--- src/rtl/lsu_align_pkg.sv ---
package lsu_align_pkg;
  typedef enum logic [1:0] {
    LVL_USER   = 2'd0,
    LVL_KERNEL = 2'd1,
    LVL_HYP    = 2'd2,
    LVL_MON    = 2'd3
  } lvl_e;

  // log2 of the largest granule (16 bytes) used for windows and SP alignment
  localparam int unsigned GRAN_LOG2_MAX = 4;
endpackage

--- src/rtl/lsu_gran_misalign.sv ---
module lsu_gran_misalign #(
  parameter int unsigned ADDR_W   = 16,
  parameter int unsigned SZ_W     = 3,
  parameter int unsigned MAX_LOG2 = 4
) (
  input  logic [ADDR_W-1:0] addr_i,
  input  logic [SZ_W-1:0]   gran_log2_i,
  output logic              misalign_o
);
  logic [MAX_LOG2-1:0] low_hit;

  // one term per low address bit, live when that bit lies under the granule
  for (genvar g = 0; g < MAX_LOG2; g++) begin : g_bit
    assign low_hit[g] = addr_i[g] && (gran_log2_i > SZ_W'(g));
  end

  assign misalign_o = |low_hit;
endmodule

--- src/rtl/lsu_window_span.sv ---
module lsu_window_span #(
  parameter int unsigned ADDR_W   = 16,
  parameter int unsigned SZ_W     = 3,
  parameter int unsigned WIN_LOG2 = 4
) (
  input  logic [ADDR_W-1:0] addr_i,
  input  logic [SZ_W-1:0]   size_log2_i,
  output logic              cross_o
);
  localparam int unsigned SUM_W = WIN_LOG2 + 2;
  localparam logic [SUM_W-1:0] WIN_BYTES = SUM_W'(1) << WIN_LOG2;

  logic [SUM_W-1:0] offset;
  logic [SUM_W-1:0] bytes;
  logic [SUM_W-1:0] last_plus_one;

  always_comb begin
    offset        = {2'b00, addr_i[WIN_LOG2-1:0]};
    bytes         = SUM_W'(1) << size_log2_i;
    last_plus_one = offset + bytes;
    cross_o       = last_plus_one > WIN_BYTES;
  end
endmodule

--- src/rtl/lsu_align_check.sv ---
module lsu_align_check
  import lsu_align_pkg::*;
#(
  parameter int unsigned ADDR_W = 16
) (
  input  logic [ADDR_W-1:0] addr_i,
  input  logic [2:0]        size_i,
  input  logic [2:0]        elem_i,
  input  logic              sp_base_i,
  input  logic [1:0]        lvl_i,
  input  logic              atom16_i,
  input  logic              lsm32_i,
  input  logic              device_i,
  input  logic              align_en_i,
  input  logic              sp_chk_el1_i,
  input  logic              sp_chk_el0_i,
  input  logic              unaligned_ok_i,
  input  logic              lsm_dev_ok_i,
  input  logic              host_e2h_i,
  input  logic              host_tge_i,
  output logic              alignment_fault_o,
  output logic              sp_alignment_fault_o
);
  localparam int unsigned SZ_W = 3;
  localparam logic [SZ_W-1:0] MAX_ENC = SZ_W'(GRAN_LOG2_MAX);

  lvl_e       lvl;
  logic       host_route;
  logic       at_user;
  logic       at_kernel;
  logic       in_scope;
  logic [2:0] size_c;
  logic [2:0] elem_c;
  logic       elem_mis;
  logic       sp_mis;
  logic       win_cross;
  logic       elem_fault;
  logic       win_fault;
  logic       lsm_fault;
  logic       sp_fault;

  always_comb begin
    lvl        = lvl_e'(lvl_i);
    host_route = host_e2h_i & host_tge_i;
    at_user    = (lvl == LVL_USER);
    at_kernel  = (lvl == LVL_KERNEL);
    in_scope   = at_user | at_kernel;
    size_c     = (size_i > MAX_ENC) ? MAX_ENC : size_i;
    elem_c     = (elem_i > MAX_ENC) ? MAX_ENC : elem_i;
  end

  lsu_gran_misalign #(.ADDR_W(ADDR_W), .SZ_W(SZ_W), .MAX_LOG2(GRAN_LOG2_MAX)) u_elem (
    .addr_i      (addr_i),
    .gran_log2_i (elem_c),
    .misalign_o  (elem_mis)
  );

  lsu_gran_misalign #(.ADDR_W(ADDR_W), .SZ_W(SZ_W), .MAX_LOG2(GRAN_LOG2_MAX)) u_sp (
    .addr_i      (addr_i),
    .gran_log2_i (MAX_ENC),
    .misalign_o  (sp_mis)
  );

  lsu_window_span #(.ADDR_W(ADDR_W), .SZ_W(SZ_W), .WIN_LOG2(GRAN_LOG2_MAX)) u_win (
    .addr_i      (addr_i),
    .size_log2_i (size_c),
    .cross_o     (win_cross)
  );

  always_comb begin
    elem_fault = in_scope & align_en_i & ~host_route & elem_mis;
    win_fault  = in_scope & atom16_i & ~unaligned_ok_i & win_cross;
    lsm_fault  = at_user & lsm32_i & device_i & ~lsm_dev_ok_i & ~host_route;
    sp_fault   = sp_base_i & sp_mis &
                 ((at_kernel & sp_chk_el1_i) | (at_user & sp_chk_el0_i & ~host_route));
    sp_alignment_fault_o = sp_fault;
    alignment_fault_o    = (elem_fault | win_fault | lsm_fault) & ~sp_fault;
  end
endmodule

--- config.mk ---
export PLATFORM = sky130hd
export DESIGN_NAME = lsu_align_check
export DESIGN_NICKNAME = d
export VERILOG_FILES = /design/src/rtl/lsu_align_pkg.sv /design/src/rtl/lsu_gran_misalign.sv /design/src/rtl/lsu_window_span.sv /design/src/rtl/lsu_align_check.sv
export SDC_FILE = /design/constraint.sdc
export NUM_CORES = 1
export LEC_CHECK = 0
export BUFFER_PORTS_ARGS = -buffer_cell sky130_fd_sc_hd__buf_2
export CAP_MARGIN = 25
export CORE_AREA = 2 2 39 41
export DETAILED_ROUTE_END_ITERATION = 6
export DIE_AREA = 0 0 41 43
export SLEW_MARGIN = 20
export SYNTH_ARGS = -nofsm -noshare
export SYNTH_HDL_FRONTEND = slang
export SYNTH_SLANG_ARGS = --single-unit
--- constraint.sdc ---
create_clock -name vclk -period 3
set_input_delay 0.6 -clock vclk [all_inputs]
set_output_delay 0.6 -clock vclk [all_outputs]
set_load 0.1 [all_outputs]
==> impl_results.md <==
* Clk pwr share at 0
* Drt first pass iters at 4
* Tot Pwr at 93.0 uW
* Layout Area Growth over Synthesis at 100%
* Total GRT Usage at 0.108
* Area occupied by multi-input gates at approximately 400 um2
* Drt total wl at 935 um
* Core Region at 1380 um2
* Initial Util at 0.216
* Residual DRC count at 0
* GRT overflow at 0
* Max-Cap Viols at 0
* DRT iter0 DRCs at 9
* Final-stage net count at 106
* Comb pwr share at 1.000
* Post-Syn Instances at 36
* Vias at 412
* Worst slew margin at 0.676
* Final count of pins violating max slew at 0
* Sequential cells at 0
* Synth top area cells: ha_1 (17%), fa_1 (6.7%), a21o_1 (5.0%), nand3b_1 (5.0%), nor3b_1 (5.0%)
* Sw Ratio at 0.504
* YS warnings at 0
* Worst-Margin Slew at 0.490 ns
* Final ANT Viol Nets at 0
* Fill cell count at 138
* Final Setup Violations at 0
* Mapped Nets at 76
* Die Wd at 41 um
* Vias in the first global route at 389
* Port buffer count at 25
* Non-Filler Instances at 80
* Die H at 43 um
* Setup slack after layout at between 0.03 and 0.04 ns
* Hold Path Class: in -> out
* Data arrival, critical path at 2.36 ns
* Routed len/inst at 11.7 um
* Hold_ws at 1.66 ns
* Max Freq at between 0.3 and 0.4 GHz
* Final period util at 0.987
* Cell variety after synth at 27
* Setup crit end kind: primary output
* First-pass GRT wire length at 1430 um
* P per Cell Area at 155 nW/um2
* Most frequent cells in the layout: buf_2 (23), nand2_1 (3)
* Num rows at 14
* Power share of the sequential group at 0
* VDD IR max at 0.0000504 V
* Synthesized cell area at 299 um2
* Sequential element share of the synthesized area at 0
* Critical path class: in -> out
* Antenna Cells at 0
* Leakage at 0.000265 uW
* Most common cell after layout, fill and taps aside: buf_2
* Share of layout cells above drive strength 1 at 0.703
* Critical Path Start Type: primary input
* Clk_buf instances at 0
* Final hold vios at 0
* Vias/cell at 5.15
* Setup TNS at 0 ns
* Area leader, netlist: ha_1
* Reg area at 0 um2
* # IOs at 37
* DP Wirelength at about 770 um
* Required time worst endpoint at 2.40 ns
* Largest net degree at the start of global routing at 5
* Routability cong. at 0.764
* Status: completed
* WHS Path Cells at 4
* CP max FO at 4
* Int Power at between 40 and 50 uW
* Top-area cell type share of the netlist area at 0.167
* Mapped Avg Cell Area at 8.31 um2
* Die Area at 1760 um2
* Sw power at 46.9 uW
* RSZ-0062 raised after global routing: yes
* Period minus WS final at 2.96 ns
* Initial antenna violation count at 0
* Place WS at -0.311 ns
* Placed instance count at 79
-- routing by layer --
metal  vias to the layer above  GRT usage  wire length (um)
met1                       179      0.137               400
met2                        27      0.203               396
met5                         -          0                 0
met4                         0          0                 0
met3                         0          0               138
li1                        206          -                 -
-- stage by stage --
stage / cell area [um2] / utilization
after floorplan: 315 / -
after detailed placement: 475 / 0.344
after global placement: 475 / 0.344
after global routing: 598 / 0.432
after CTS: 552 / 0.399
final: 598 / 0.432
-- power groups by stage --
stage                     combinational, uW  clock, uW  sequential (uW)
after floorplan                        41.8          0                0
after global placement                 67.6          0                0
after detailed placement               69.2          0                0
after CTS                              84.2          0                0
after global routing                    101          0                0
final                                  93.0          0                0
-- path summary, 6_finish.rpt --
check,slack (ns),from,endpoint
setup / recovery,0.04,size_i[0],alignment_fault_o
hold / removal,1.66,align_en_i,alignment_fault_o
-- cells in the mapped netlist --
cell type	instances
fa_1	1
nand3_1	1
or4_4	1
a21oi_2	1
nand3b_1	2
a2111oi_0	1
a21bo_1	1
a21oi_1	1
a21boi_0	1
and4b_2	1
o22ai_1	1
a22o_2	1
a21o_1	2
ha_1	4
a31oi_1	1
nor2b_1	1
o31a_1	1
o21ai_0	2
nor3b_1	2
xor2_1	1
nor3_1	1
nand2_1	3
and3b_1	1
and4b_1	1
a22oi_1	1
nor4bb_1	1
a211oi_1	1
-- cell families after synthesis --
kind of cell / share of synthesized area
compound gates: 0.372
fa+ha+maj: 0.234
simple gates: 0.364
xor+xnor: 0.0293
-- layout make-up --
type | count | area share
multi-input combinational | 36 | 0.678
timing repair buffer | 28 | 0.289
tap | 16 | 0.0335
-- critical path, cell delays in order --
cell	delay, ns
buf_2	0.13
nor3_2	0.06
ha_2	0.19
fa_2	0.35
a21o_1	0.18
and4b_1	0.17
o31a_1	0.30
o22ai_4	0.18
buf_12	0.20
-- timing repair --
item,4_1_cts,5_1_grt
resized for setup,15,7
pin swaps,5,4
setup endpoints to repair,1,1
endpoints found under the hold margin,0,0
buffers inserted,1,0
hold buffers,0,0
(Power assumes the default switching activity.)
